--- config.mk ---
export PLATFORM = sky130hd
export DESIGN_NAME = boot_seq_ctrl
export DESIGN_NICKNAME = d
export VERILOG_FILES = /design/src/rtl/boot_seq_pkg.sv /design/src/rtl/boot_src_arbiter.sv /design/src/rtl/boot_port_mux.sv /design/src/rtl/boot_word_counter.sv /design/src/rtl/boot_seq_ctrl.sv
export SDC_FILE = /design/constraint.sdc
export NUM_CORES = 1
export LEC_CHECK = 0
export CORE_ASPECT_RATIO = 1.1
export CORE_MARGIN = 3
export CORE_UTILIZATION = 29
export DETAILED_ROUTE_END_ITERATION = 8
export PLACE_DENSITY = 0.95
export REMOVE_ABC_BUFFERS = 1
export SYNTH_ARGS = -nofsm -noshare
export SYNTH_HDL_FRONTEND = slang
export SYNTH_SLANG_ARGS = --single-unit
--- constraint.sdc ---
create_clock -name clk -period 4.24 [get_ports clk]
set_input_delay 1.272 -clock clk [delete_from_list [all_inputs] [get_ports clk]]
set_output_delay 1.272 -clock clk [all_outputs]
set_load 0.05 [all_outputs]
--- src/rtl/boot_seq_pkg.sv ---
package boot_seq_pkg;

  typedef enum logic [1:0] {
    BS_RESET = 2'd0,
    BS_WAIT  = 2'd1,
    BS_LOAD  = 2'd2,
    BS_DONE  = 2'd3
  } boot_state_e;

  // Source code carried by a link port: host owns code 0.
  function automatic int unsigned link_src_code(int unsigned link_num);
    return link_num + 1;
  endfunction

  // True when the word about to be written is the final one of the load.
  function automatic logic is_final_word(int unsigned count, int unsigned total);
    return count == total - 1;
  endfunction

endpackage

--- src/rtl/boot_src_arbiter.sv ---
module boot_src_arbiter #(
  parameter int NUM_LINKS = 4,
  parameter int SRC_W     = 3
) (
  input  logic                 host_req,
  input  logic [NUM_LINKS-1:0] link_req,
  output logic                 any_req,
  output logic [SRC_W-1:0]     win_idx
);
  import boot_seq_pkg::*;

  always_comb begin
    win_idx = '0;
    for (int i = NUM_LINKS - 1; i >= 0; i--) begin
      if (link_req[i]) win_idx = SRC_W'(link_src_code(i));
    end
    if (host_req) win_idx = '0;
    any_req = host_req | (|link_req);
  end

endmodule

--- src/rtl/boot_port_mux.sv ---
module boot_port_mux #(
  parameter int NUM_LINKS = 4,
  parameter int DATA_W    = 32,
  parameter int SRC_W     = 3
) (
  input  logic [SRC_W-1:0]            sel_idx,
  input  logic                        host_valid,
  input  logic [DATA_W-1:0]           host_data,
  input  logic [NUM_LINKS-1:0]        link_valid,
  input  logic [NUM_LINKS*DATA_W-1:0] link_data,
  output logic                        sel_valid,
  output logic [DATA_W-1:0]           sel_data
);
  localparam int NUM_PORTS = NUM_LINKS + 1;

  logic              port_valid [NUM_PORTS];
  logic [DATA_W-1:0] port_data  [NUM_PORTS];

  assign port_valid[0] = host_valid;
  assign port_data[0]  = host_data;

  for (genvar g = 0; g < NUM_LINKS; g++) begin : g_link
    assign port_valid[g+1] = link_valid[g];
    assign port_data[g+1]  = link_data[g*DATA_W +: DATA_W];
  end

  always_comb begin
    sel_valid = 1'b0;
    sel_data  = '0;
    for (int p = 0; p < NUM_PORTS; p++) begin
      if (sel_idx == SRC_W'(p)) begin
        sel_valid = port_valid[p];
        sel_data  = port_data[p];
      end
    end
  end

endmodule

--- src/rtl/boot_word_counter.sv ---
module boot_word_counter #(
  parameter int LOAD_WORDS = 256,
  parameter int ADDR_W     = 8
) (
  input  logic              clk,
  input  logic              rst_n,
  input  logic              inc,
  output logic [ADDR_W-1:0] count,
  output logic              last_word
);
  import boot_seq_pkg::*;

  always_ff @(posedge clk) begin
    if (!rst_n)   count <= '0;
    else if (inc) count <= last_word ? '0 : count + 1'b1;
  end

  assign last_word = is_final_word(int'(count), LOAD_WORDS);

  // each accepted non-final word advances the address by exactly one
  assert_addr_step_R4: assert property (@(posedge clk) disable iff (!rst_n)
    (inc && !last_word) |=> (count == $past(count) + 1'b1));

  // without a write the address holds
  assert_addr_hold_R4: assert property (@(posedge clk) disable iff (!rst_n)
    !inc |=> $stable(count));

endmodule

--- src/rtl/boot_seq_ctrl.sv ---
module boot_seq_ctrl #(
  parameter int NUM_LINKS  = 4,
  parameter int DATA_W     = 32,
  parameter int LOAD_WORDS = 256,
  parameter int ADDR_W     = (LOAD_WORDS > 1) ? $clog2(LOAD_WORDS) : 1,
  parameter int SRC_W      = $clog2(NUM_LINKS + 1)
) (
  input  logic                        clk,
  input  logic                        rst_n,
  input  logic                        boot_strap,
  input  logic                        host_valid,
  input  logic [DATA_W-1:0]           host_data,
  input  logic [NUM_LINKS-1:0]        link_valid,
  input  logic [NUM_LINKS*DATA_W-1:0] link_data,
  output logic                        mem_we,
  output logic [ADDR_W-1:0]           mem_addr,
  output logic [DATA_W-1:0]           mem_wdata,
  output logic                        done_irq,
  output logic                        core_release,
  output logic                        master_boot_start,
  output logic [1:0]                  state_o,
  output logic [SRC_W-1:0]            src_idx_o
);
  import boot_seq_pkg::*;

  boot_state_e       state;
  logic              strap_q;
  logic              master_q;
  logic [SRC_W-1:0]  src_q;

  // Named internal events used by the assertions
  logic              any_req;
  logic [SRC_W-1:0]  win_idx;
  logic [SRC_W-1:0]  mux_sel;
  logic              sel_valid;
  logic              capture_on;
  logic              wr_fire;
  logic              last_word;
  logic              load_finish;

  boot_src_arbiter #(.NUM_LINKS(NUM_LINKS), .SRC_W(SRC_W)) u_arb (
    .host_req (host_valid),
    .link_req (link_valid),
    .any_req  (any_req),
    .win_idx  (win_idx)
  );

  assign mux_sel = (state == BS_WAIT) ? win_idx : src_q;

  boot_port_mux #(.NUM_LINKS(NUM_LINKS), .DATA_W(DATA_W), .SRC_W(SRC_W)) u_mux (
    .sel_idx    (mux_sel),
    .host_valid (host_valid),
    .host_data  (host_data),
    .link_valid (link_valid),
    .link_data  (link_data),
    .sel_valid  (sel_valid),
    .sel_data   (mem_wdata)
  );

  assign capture_on  = (state == BS_WAIT) || (state == BS_LOAD);
  assign wr_fire     = capture_on && sel_valid;
  assign load_finish = wr_fire && last_word;

  boot_word_counter #(.LOAD_WORDS(LOAD_WORDS), .ADDR_W(ADDR_W)) u_cnt (
    .clk       (clk),
    .rst_n     (rst_n),
    .inc       (wr_fire),
    .count     (mem_addr),
    .last_word (last_word)
  );

  always_ff @(posedge clk) begin
    if (!rst_n) begin
      state        <= BS_RESET;
      strap_q      <= boot_strap;
      master_q     <= 1'b0;
      src_q        <= '0;
      done_irq     <= 1'b0;
      core_release <= 1'b0;
    end else begin
      done_irq     <= load_finish;
      core_release <= core_release | done_irq;
      case (state)
        BS_RESET: if (!master_q) begin
          if (strap_q) state <= BS_WAIT;
          else         master_q <= 1'b1;
        end
        BS_WAIT: if (wr_fire) begin
          src_q <= win_idx;
          state <= last_word ? BS_DONE : BS_LOAD;
        end
        BS_LOAD: if (load_finish) state <= BS_DONE;
        default: ;
      endcase
    end
  end

  assign mem_we            = wr_fire;
  assign master_boot_start = master_q;
  assign state_o           = state;
  assign src_idx_o         = src_q;

  // the completion interrupt lasts a single cycle
  assert_irq_pulse_R6: assert property (@(posedge clk) disable iff (!rst_n)
    done_irq |=> !done_irq);

  // the interrupt coincides with the done state
  assert_irq_in_done_R6: assert property (@(posedge clk) disable iff (!rst_n)
    done_irq |-> (state == BS_DONE));

  // release is sticky until reset
  assert_release_sticky_R7: assert property (@(posedge clk) disable iff (!rst_n)
    core_release |=> core_release);

  // release only follows the interrupt
  assert_release_after_irq_R7: assert property (@(posedge clk) disable iff (!rst_n)
    $rose(core_release) |-> $past(done_irq));

  // a write always has a valid port behind it
  assert_we_has_valid_R5: assert property (@(posedge clk) disable iff (!rst_n)
    mem_we |-> (host_valid || (|link_valid)));

  // master mode never touches memory
  assert_master_no_write_R2: assert property (@(posedge clk) disable iff (!rst_n)
    master_boot_start |-> (!mem_we && state == BS_RESET));

  // the chosen source cannot change while loading
  assert_src_locked_R3: assert property (@(posedge clk) disable iff (!rst_n)
    (state == BS_LOAD) |=> $stable(src_q));

  // nothing is written once done
  assert_no_write_done_R5: assert property (@(posedge clk) disable iff (!rst_n)
    (state == BS_DONE) |-> !mem_we);

endmodule

[Word-level counts from Yosys, hierarchy flattened]
Index checks and enable logic that the tools add are counted.
Operators by class
  $add $sub $neg: 1
  $mul: 0
  div/mod/pow operators: 0
  magnitude comparators: 0
  equality and inequality tests: 11
  shifts and indexed selects: 0
  mux-type cells: 25
  bitwise gates (word level): 1
  reduce and logical (&&, ||, !) cells: 8
Operator list (count)
  two-way mux 32 bit: 5
  two-way mux 3 bit: 6
  adder 8 x 1 -> 8 bit (second input constant): 1
  == test 8 bit (second input constant): 1
  two-way mux 1 bit: 8
  two-way mux 2 bit: 4
  two-way mux 8 bit: 1
  inequality test 2 bit (second input constant): 4
  == test 3 x 2 -> 1 bit (second input constant): 2
  one-hot mux 2 bit (3 select lines): 1
  AND reduction 5 bit: 1
  == test 3 x 1 -> 1 bit (second input constant): 1
  == test 3 bit (second input constant): 1
  logical NOT 3 bit: 1
  nonzero test 3 bit: 1
  == test 2 x 1 -> 1 bit (second input constant): 1
  == test 2 bit (second input constant): 1
  logical AND 1 bit: 2
  logical NOT 2 bit: 1
  AND reduction 2 bit: 1
  logical OR 1 bit: 1
  bitwise OR 1 bit: 1
Storage, ports and cells
  bits in registers: 17
  latch bits: 0
  RAM bits: 0
  memory bits (read-only): 0
  bits of input ports: 168
  output and inout bits: 49
  word-level logic and storage cells: 53
  memories: 0

[Depth between registers and ports, before layout]
Gate-level depths: netlist of run 1.
  depth in word-level cells: 16
  depth in mapped cells: 11
  gate-level depth less buffers: 9

[Modules after synthesis]
From an unflattened synthesis of run 1, not the netlist that was laid out.
Unflattened totals
  cell total of the unflattened synthesis: 289
  area total of the unflattened synthesis: 2228.4 um^2
Modules (own cells, without submodules)
  boot_port_mux: instances 1, cells an instance 193, area each 1361.3 um^2, seq. area each 0.0 um^2
  boot_seq_ctrl: instances 1, cells an instance 48, area each 446.7 um^2, seq. area each 190.2 um^2
  boot_word_counter: instances 1, cells an instance 40, area each 371.6 um^2, seq. area each 160.2 um^2
  boot_src_arbiter: instances 1, cells an instance 8, area each 48.8 um^2, seq. area each 0.0 um^2

[Worst setup path after synthesis of run 1]
OpenSTA, ideal clock, no wires.
  path type: in2out
  start: in host_valid
  end: out mem_wdata[0]
  arrival: 3.376 ns
  required time: 2.968 ns
  setup slack: -0.408 ns
  cell stages on the path: 7
  buffers on the path: 3
  cells stage by stage: buf_2 -> nor4_2 -> a31oi_1 -> or3_1 -> buf_4 -> clkbuf_1 -> a31oi_1
Between the ends
  longest elaborated chain between the ends: 8
  elaborated cells on any way between the ends: 12
  those cells by class: eq/ne: 4; mux: 7; reduce/logical: 1
RTL lines
  start: declaration: line boot_seq_ctrl.sv:11  | input logic host_valid,
  two-way mux 3 bit *: line boot_src_arbiter.sv:17  | if (host_req) win_idx = '0;
  two-way mux 3 bit *: line boot_seq_ctrl.sv:48  | assign mux_sel = (state == BS_WAIT) ? win_idx : src_q;
  logical NOT 3 bit: line boot_port_mux.sv:31  | if (sel_idx == SRC_W'(p)) begin
  two-way mux 32 bit (4 in a row): line boot_port_mux.sv:31
  two-way mux 32 bit *: line boot_port_mux.sv:31
  end: declaration: line boot_seq_ctrl.sv:17  | output logic [DATA_W-1:0] mem_wdata,
Every way passes the cells marked *; elsewhere a longest branch is shown, timed or not.

[Final worst setup path of run 1]
  start: reg state[1], in the netlist state_o[1]
  end: out mem_wdata[10]
Between the ends
  longest elaborated chain between the ends: 8
  elaborated cells on any way between the ends: 12
  those cells by class: eq/ne: 5; mux: 6; reduce/logical: 1
RTL lines
  start: declaration: line boot_seq_ctrl.sv:26  | boot_state_e state;
  start signal: assignment: line boot_seq_ctrl.sv:90  | state <= last_word ? BS_DONE : BS_LOAD;
  == test 2 x 1 -> 1 bit *: line boot_seq_ctrl.sv:48
  two-way mux 3 bit *: line boot_seq_ctrl.sv:48
  logical NOT 3 bit: line boot_port_mux.sv:31
  two-way mux 32 bit (4 in a row): line boot_port_mux.sv:31
  two-way mux 32 bit *: line boot_port_mux.sv:31
Marked as above.

==> results of run 1 <==
per-stage QoR:
| stage | hold slack [ps] | utilization (%) | total power, mW |
|---|---|---|---|
| 3_3_place_gp | 443 | 77.8 | 2.72 |
| 5_1_grt | 549 | 91.8 | 3.50 |
| 2_1_floorplan | 567 | - | 1.32 |
| 4_1_cts | 512 | 85.4 | 3.11 |
| 3_5_place_dp | 467 | 77.8 | 2.78 |
| 6_report | 540 | 91.8 | 3.49 |
report_power, final:
group,leakage (nW),internal [mW],switching (mW)
Clock,0.0255,0.0661,0.0769
Sequential,0.139,0.179,0.0321
Combinational,2.18,1.46,1.68
Total,2.35,1.71,1.79
state kept, by name, summed over array words and instances, names as in the netlist:
register	cells
master_boot_start	1
src_idx_o	3
done_irq	1
state_o	2
strap_q	1
core_release	1
u_cnt.count	8
repair_timing:
action | 4_1_cts | 5_1_grt
pin swaps | 67 | 29
setup endpoints to repair | 33 | 33
gates cloned | 4 | 8
buffers inserted | 25 | 12
resized for setup | 70 | 47
cells by family after synthesis:
| family | count (synthesis) | synth area share [%] |
|---|---|---|
| and+or+nand+nor | 127 | 28.6 |
| AOI/OAI and AO/OA | 94 | 38.6 |
| buffers and inverters | 33 | 6.95 |
| DFF | 17 | 17.7 |
| muxes | 10 | 5.56 |
| adders and majority gates | 4 | 2.53 |
per-layer routing:
layer | part of all wire (%) | vias to the layer above | track usage, %
li1 | - | 1677 | -
met1 | 30 | 2041 | 49.1
met2 | 41 | 612 | 68.7
met3 | 18 | 251 | 17.3
met4 | 11 | 6 | 19.1
met5 | 0.30 | - | 0
synthesized netlist by cell type (2+ instances only):
cell / number / area [sq um]
buf_2: 2 / 10.0
o41ai_1: 2 / 17.5
nor3_1: 4 / 20.0
o211ai_1: 2 / 15.0
a31oi_1: 33 / 206
buf_4: 3 / 22.5
o311ai_0: 3 / 26.3
o21ai_0: 4 / 20.0
inv_1: 8 / 30.0
dfxtp_1: 16 / 320
a211oi_1: 2 / 15.0
nand3_1: 4 / 20.0
nand2_1: 47 / 176
nor2_1: 47 / 176
a21oi_1: 4 / 20.0
nor3b_1: 2 / 15.0
a222oi_1: 31 / 310
mux2_4: 2 / 30.0
o31ai_2: 2 / 25.0
nand2b_1: 10 / 62.6
mux2i_1: 8 / 80.1
clkbuf_1: 20 / 75.1
ha_1: 4 / 50.1
worst max-delay path, stage by stage (launching register included):
cell	delay, ps
dfxtp_1	430
inv_1	140
ha_2	340
nor2_1	730
a221o_1	350
buf_6	150
nor2_4	40
buf_12	140
buf_4	130
a222oi_1	840
a31oi_2	390
buf_12	260
cell type report:
| type | count | share of cell area [%] |
|---|---|---|
| antenna | 1 | 0.0427 |
| clock buffer | 3 | 0.705 |
| clock inverter | 1 | 0.0854 |
| inverter | 8 | 0.513 |
| multi-input combinational | 236 | 31.4 |
| sequential | 17 | 5.98 |
| tap | 80 | 1.71 |
| timing repair buffer | 297 | 59.6 |
final timing paths:
check,start,end,slack (ps),cells past startpoint
hold reg to reg,core_release,core_release,540,2
setup / recovery,state_o[1],mem_wdata[10],-1260,11
setup reg to reg,state_o[1],u_cnt.count[5],540,12
hold / removal,core_release,core_release,540,2
==> results.md, run 1 <==
- The critical path data required time is 2970 ps.
- For this run, the leading register cell type out of synthesis is dfxtp_1.
- The cell at the root of the clock tree is clkbuf_8.
- The count of H-tree levels built during CTS is 1.
- The fraction of layout cells with a size suffix above 1 is 31.1%.
- The filler cells instantiated in the layout total 227.
- The core region is 6380 sq um.
- Port buffering added 216 buffers.
- IR analysis of the VDD net gives a maximum drop of 0.523 mV.
- Across the run, the number of max-cap violations was 0.
- At the worst endpoint, the arrival time is 4220 ps.
- The number of placed instances, taps included is 613.
- For this design, the CTS-stage hold fixing added 0 buffers.
- The number of DRC violations after detailed routing is 128.
- After layout, the worst path uses 130% of the clock period.
- The post-synthesis instance area is 1980 sq um.
- After layout, the minimum clock period comes to 5500 ps.
- The clock tree from TritonCTS is done.
- In the layout the commonest cells are clkdlybuf4s50_1, buf_4, nand2_1.
- The die is 84.8 microns wide.
- The path class of the tightest hold or removal check is reg -> reg.
- STA classifies the critical path endpoint as an output pin.
- The yosys synthesis warning count is 0.
- The netlist uses 48 different library cells.
- The count of final max-slew check failures is 0.
- The HPWL after detailed placement is 11300 microns.
- The critical path start-end classification is reg -> out.
- The initial detailed-routing violation count is 1059.
- The clock slew seen by the registers of the worst setup and hold paths is 90 ps.
- The vertical die dimension is 92.7 microns.
- The global-route wire length before repair is 25400 microns.
- The sequential cell area is 350 sq um.
- For the final database, setup skew stands at 12.2 ps.
- The count of standard-cell rows is 30.
- At the placement stage, the worst setup path has a slack of -850 ps.
- For this run, asynchronously set or reset flops after synthesis account for 0%.
- The relative area change from synthesis to final layout is 196%.
- The maximum clock insertion buffer count is 2.
- The post-detailed-route via-to-cell ratio is 7.13.
- The detailed-route wire length per cell is 34.1 microns.
- The most common cell after layout, fill and taps aside is clkdlybuf4s50_1.
- In the post-route analysis, the smallest setup slack over all paths is -1260 ps.
- Along the worst path, the maximum fanout reaches 14.
- The initial antenna violation count is 3.
- Headroom to the max-slew limit came out at 36.3%.
- The power density of the placed cells is 596 nW/um^2.
- For this run, the top clock speed supported by timing is 182 MHz.
- Summing the sequential cell areas from Yosys gives 17.7% of the chip area.
- With fillers left out, the area of the finished cells amounts to 5860 sq um.
- The count of nets left with antenna violations after detail routing is 0.
- The overflow left after global routing is 0.
- The final reports fail on design-rule violations, negative setup slack.
- The initial utilization of the core area, before any placement, comes to 31.0%.
- The number of synthesized register bits is 17.
- The number of global-route vias before repair came to 4220.
- The startpoint type of the worst setup path is a register.
- The routed layout has 4587 vias.
- The routed design has 21900 microns of wire.
- The congestion estimate from routability-driven global placement came to 1.10.
- Global routing used 42.5% of the available tracks across all layers.
- After the last flow step, the layout net total stands at 735.
- Setup violations remaining at the end of the flow were counted as 33.
- The number of hold violations in the final report is 0.
- The latest clock arrival within the worst-skew pair is 290 ps.
- The cell count after synthesis came out at 285.
- For this design the static power due to leakage is 2.35 nW.
- Buffers inserted during clock tree synthesis total 3.
- The post-placement cell area is 4970 sq um.
- The largest net degree at the start of global routing is 39.
- The setup TNS is -22830 ps.
- The number of top-level design ports is 217.
- The iteration count of the initial detailed-routing pass is 9.
- For the pin with the worst max-slew slack, the measured transition is 956 ps.
- Yosys mapped a number of flops with a built-in enable equal to 1.
- For this run, the number of standard cells in the final layout without fillers is 643.
- Setup repair after global routing could not meet its margin everywhere.
- The count of clock tree sinks is 17.
- The average footprint of a synthesized cell is 6.95 sq um.
- The die covers 7850 sq um.
- The run finished, with violations left.
- The footprint of the multi-input gates is 1840 sq um.
Note: power is estimated with default switching activity, not from simulation.
==> inputs of run 2 (changes only) <==
CORE_UTILIZATION = 26   (was 29)
CTS_CLUSTER_DIAMETER = 200   (was not set)
GPL_TIMING_DRIVEN = 0   (was not set)
PLACE_DENSITY = 0.91   (was 0.95)
clock period = 4.5 ns   (was 4.24 ns; I/O delays follow)
==> results.md, run 2 (synthesis results as in run 1) <==
- The die covers 8700 sq um.
- The number of hold violations in the final report came to 0.
- In this run the remaining antenna-violating nets after routing total 0.
- The endpoint kind of the worst setup timing path is an output pin.
- Cells fill 65.0% of the core in the end.
- The vertical die dimension is 97.5 microns.
- The total routing usage reported by global routing is 26.5%.
- In this run, the number of DRC markers left after iteration 0 of detailed routing was 355.
- The effective utilization at floorplan is 27.5%.
- The critical path start-end classification is in -> out.
- The number of max-cap violations is 0.
- The count of standard-cell rows is 32.
- The critical path data required time is 3150 ps.
- The final number of setup-violating endpoints is 6.
- CTS built an H-tree with a depth of 1.
- The worst pin sits at a relative slew slack of 49.9%.
- In the final layout, the share of cells above drive strength 1 is 21.3%.
- The post-detailed-route via-to-cell ratio is 5.84.
- After the last flow step, the layout net total stands at 685.
- The register with the most flip-flops in the layout has 8 of them.
- The checks that failed: negative setup slack.
- The worst path uses 101% of the clock period.
- The worst register-to-register path has a setup slack of 1310 ps.
- The beginning of the critical path is link_valid[2].
- The worst hold path begins at core_release.
- The maximum frequency from static timing analysis is 219 MHz.
- The vias after detailed routing is 3488.
- The cell at the root of the clock tree is clkbuf_8.
- The number of global-route vias before repair came to 3646.
- Clock-pin slew was measured on the worst setup and hold paths at 70 ps.
- For the worst flop-to-flop path, the logic depth is 11.
- For this run, design rule violations remaining after detail routing come to 0.
- For the pin with the worst max-slew slack, the measured transition is 748 ps.
- The global-route wire length before repair is 18200 microns.
- Routability-driven placement finished with a final weighted congestion of 0.926.
- STA classifies the critical path startpoint as an input port.
- In this run the critical register-to-register path is launched from state_o[1].
- The total detailed-routing wirelength is 12300 microns.
- Once routing completed, OpenROAD measured the worst setup slack at -65.8 ps.
- The core area is 7210 sq um.
- Input and output buffers added on the ports amount to 216.
- The flow ran to the end, but the final reports show violations.
- Pin placement for this block handled 217 I/O pins.
- The number of buffers inserted during clock tree synthesis is 3.
- The library cells used most frequently in the layout, excluding fill and tap cells, are clkdlybuf4s50_1, nand2_1, buf_4.
- The worst clock skew on the final layout is 4.48 ps.
- After global routing the overflow that remains totals 0.
- The power density of the placed cells is 489 nW/um^2.
- Setup repair after global routing could not meet its margin everywhere.
- Counting I/O delays and the setup requirement, the final critical path takes 4570 ps.
- The detailed-route wire length per cell is 20.6 microns.
- The largest net degree at the start of global routing is 56.
- Leaving out fill and tap cells, the most frequent cell in the layout is clkdlybuf4s50_1.
- The type of the tightest min-delay check is reg -> reg.
- For this design, the CTS-stage hold fixing added 0 buffers.
- The arrival time of data at the critical path endpoint is 3220 ps.
- The relative area change from synthesis to final layout is 137%.
- The register with the most flip-flops is u_cnt.count.
- The maximum clock insertion buffer count is 2.
- The count of cells along the worst hold path is 2.
- Summed over all failing endpoints, the final setup total negative slack is -197 ps.
- Summed over all cells, the static leakage comes to 1.82 nW.
- 0 antenna diodes ended up in the layout.
- The clock tree from TritonCTS is done.
- The first TritonRoute pass finished after 6 iterations.
- Prior to clock tree synthesis, the placed netlist has a worst setup slack of -1630 ps.
- The die width is 89.2 microns.
- IR analysis of the VDD net gives a maximum drop of 0.240 mV.
- Of all nets on the critical path, the largest fanout is 55.
- The count of final max-slew check failures came to 0.
- The latest clock arrival within the worst-skew pair is 260 ps.
- The tree built by TritonCTS fans out to 17 sinks.
- The initial antenna violation count is 0.
- The HPWL after detailed placement is 9290 microns.
## run 2: final timing paths
check / to
setup / recovery: mem_wdata[19]
hold / removal: core_release
setup reg to reg: u_cnt.count[5]
hold reg to reg: core_release
## run 2: area by class of cell
cell class	instances	area, sq um
timing repair buffer	248	2450
tap	85	106
clock inverter	1	5.00
inverter	8	30.0
multi-input combinational	235	1700
clock buffer	3	41.3
fill	551	2520
sequential	17	350
## run 2: metrics by stage
step / std cells / hold WS (ps) / area [sq um] / power, mW
5_1_grt: 597 / 488 / 4690 / 2.38
4_1_cts: 595 / 478 / 4590 / 2.22
3_5_place_dp: 566 / 465 / 4230 / 1.93
6_report: 597 / 474 / 4690 / 2.29
2_1_floorplan: 260 / 567 / 1870 / 1.25
3_3_place_gp: 561 / 447 / 4140 / 1.87
## run 2: timing repair
item                                    4_1_cts  5_1_grt
endpoints found under the setup margin       33       33
resized for setup                           272       43
gates cloned                                  1        0
pin swaps                                    26       21
setup buffers                                24        4
## run 2: critical path, cell delays in order
cell	delay, ps
buf_12	120
nor4_4	340
a31oi_4	160
or3_4	490
buf_12	210
a31oi_2	300
buf_6	210
## run 2: where the power goes
group | internal, mW | total [mW] | switching [mW]
sequential | 0.168 | 0.191 | 0.0225
clock | 0.0617 | 0.117 | 0.0554
combinational | 0.767 | 1.98 | 1.22
total | 0.997 | 2.29 | 1.30
## run 2: routing by layer
layer / track usage, % / part of all wire (%) / vias to the layer above
met5: 0 / 0 / -
met4: 11.0 / 4.1 / 0
met3: 6.62 / 11 / 45
met2: 44.5 / 49 / 272
met1: 31.2 / 36 / 1602
li1: - / - / 1569
==> inputs of run 3 (changes only) <==
GPL_TIMING_DRIVEN = not set   (was 0)
SETUP_SLACK_MARGIN = 0.2   (was not set)
==> results.md, run 3 (synthesis results as in run 1) <==
- The flow ran to the end, but the final reports show violations.
- The checks that failed: design-rule violations, negative setup slack.
- Fill cells in the final layout number 353.
- The worst setup path is captured at an output pin.
- By startpoint and endpoint, the worst setup path is classified as in -> out.
- The global-route wire length before repair is 22100 microns.
- On the final layout, the worst hold slack is 513 ps.
- The switching power is 1.57 mW.
- The count of buffers added on input and output ports is 216.
- The first routing iteration left 644 violations.
- The count of nets left with antenna violations once routing finished came out at 0.
- The share of power burned in registers is 6.0%.
- The fraction of layout cells with a size suffix above 1 is 32.7%.
- The arrival time of data at the critical path endpoint is 3400 ps.
- Clock tree synthesis found a total of 17 sinks.
- The routed layout has 4187 vias.
- The count of standard-cell rows is 32.
- The effective utilization at floorplan is 27.5%.
- The worst slack after detailed placement is -568 ps.
- The count of cells along the worst hold path is 2.
- STA classifies the critical path startpoint as an input port.
- After clock tree synthesis, the flow added hold-fix buffers numbering 0.
- The worst register-to-register path begins at state_o[0].
- After the last flow step, the layout net total stands at 733.
- Internal power comes to 1.65 mW.
- The cell at the root of the clock tree is clkbuf_8.
- The count of final max-slew check failures is 0.
- The initial antenna violation count is 0.
- The number of max-cap violations is 0.
- The overflow left after global routing is 0.
- The count of cells along the worst register-to-register path is 13.
- The flip-flop count of the largest register after layout is 8.
- For the pin with the worst max-slew slack, the measured transition is 830 ps.
- The final number of setup-violating endpoints is 32.
- The number of top-level design ports is 217.
- The internal reg-to-reg setup slack is 1070 ps.
- In this run the worst path has a maximum fanout of 15.
- The post-detailed-route via-to-cell ratio is 6.49.
- The number of diodes is 0.
- Power spread over the standard cell area amounts to 551 nW/um^2.
- The critical path data required time is 3150 ps.
- The iteration count of the initial detailed-routing pass is 9.
- For hold timing, the worst endpoint is u_cnt.count[4].
- The number of DRC violations after detailed routing is 8.
- The sequential cell area is 350 sq um.
- The relative area change from synthesis to final layout is 195%.
- The floorplan step defined a die boundary enclosing 8700 sq um.
- The final worst slack is -247 ps.
- Setup repair after global routing could not meet its margin everywhere.
- Clock latency on the worst-skew pair, taken at its later pin, is 260 ps.
- The number of buffers inserted during clock tree synthesis is 3.
- The peak supply drop is 0.318 mV.
- The core region is 7210 sq um.
- From left edge to right edge, the die measures 89.2 microns.
- The clock passes through at most 2 buffers.
- The most common cell after layout, fill and taps aside is clkdlybuf4s50_1.
- Static timing analysis puts the maximum clock frequency at 211 MHz.
- The utilization after layout is 81.0%.
- For the final routed database, the setup TNS stands at -4370 ps.
- TritonCTS built the clock tree.
- Entering global routing, the biggest net connects 32 pins.
- In the layout the commonest cells are clkdlybuf4s50_1, buf_4, nand2_1.
- The endpoint identified for the worst register-to-register timing path is u_cnt.count[5].
- The final critical path takes up 105% of the cycle.
- The HPWL after detailed placement is 10000 microns.
- The number of hold violations in the final report is 0.
- Of the total power, the share spent switching nets is 48.7%.
- After detailed routing, the average wire length per cell comes to 27.8 microns.
- The placer's final routability congestion estimate is 0.887.
- The worst hold path begins at u_cnt.count[4].
- The worst slew margin relative to its limit is 44.5%.
- On the final layout, the worst clock skew is 7.46 ps.
- More flip-flops sit in one register than any other, and that register is u_cnt.count.
- The vertical die dimension is 97.5 microns.
- In this run the static leakage power is 2.32 nW.
- The count of H-tree levels built during CTS is 1.
- The routed design has 17900 microns of wire.
- The proportion of power drawn by combinational gates is 90.2%.
- Per report_power, the clock group accounts for 3.8% of the total.
- The total routing usage reported by global routing is 33.0%.
- The number of global-route vias before repair is 4021.
- In this run the worst hold path is classified as reg -> reg.
- Clock-pin slew was measured on the worst setup and hold paths at 70 ps.
- The minimum clock period after layout is 4750 ps.
- Summing all multi-input logic gate instances after layout gives 1810 sq um.
-- run 3: changes by cell type in the layout (fill, tap and decap cells not counted), sizes merged --
cell	change
buf	+45
bufbuf	+2
clkbuf	+1
-- run 3: how the worst max path moves through the flow --
stage / startpoint / endpoint / slack [ps] / depth (start not counted)
floorplan: link_valid[1] / mem_wdata[0] / -940 / 5
global placement: link_valid[0] / mem_wdata[4] / -430 / 8
detailed placement: link_valid[2] / mem_wdata[4] / -570 / 10
CTS: link_valid[1] / mem_wdata[4] / -70 / 10
global route: host_valid / mem_wdata[31] / -260 / 10
finish: host_valid / mem_wdata[18] / -250 / 9
-- run 3: critical path, cell delays in order --
cell and delay (ps):
buf_8 100, nor4_4 400, a31oi_4 170, nand2b_4 150, nor2_4 80, buf_16 160
a222oi_1 470, a31oi_1 190, bufbuf_16 310
-- run 3: area by class of cell --
class,count,area share (%)
timing repair buffer,296,59.8
multi-input combinational,235,31.1
sequential,17,6.00
tap,85,1.82
clock buffer,3,0.708
inverter,8,0.515
clock inverter,1,0.0858
-- run 3: metal layers --
| layer | global-route usage [%] | share of wire [%] |
|---|---|---|
| met5 | 0 | 0 |
| met3 | 9.33 | 13 |
| met1 | 39.2 | 34 |
| met4 | 13.2 | 5.9 |
| met2 | 54.6 | 47 |
-- run 3: what timing repair did --
item | in CTS | in global routing
resized for setup | 70 | 46
setup endpoints to repair | 33 | 33
pin swaps | 51 | 37
buffers inserted | 11 | 7
gates cloned | 8 | 6
-- run 3: power groups by stage --
stage          Combinational [mW]  Clock [mW]  Sequential (mW)
3_3_place_gp                 2.32           0            0.189
2_1_floorplan                1.01           0            0.239
5_1_grt                      2.96       0.133            0.194
6_report                     2.90       0.121            0.194
3_5_place_dp                 2.36           0            0.191
4_1_cts                      2.68       0.118            0.188
-- run 3: stage by stage --
stage | instances | power [mW] | instance area (sq um)
after floorplan | 260 | 1.25 | 1870
after global placement | 609 | 2.51 | 4890
after detailed placement | 609 | 2.55 | 4890
after CTS | 632 | 2.99 | 5480
after global routing | 645 | 3.29 | 5840
final | 645 | 3.22 | 5840
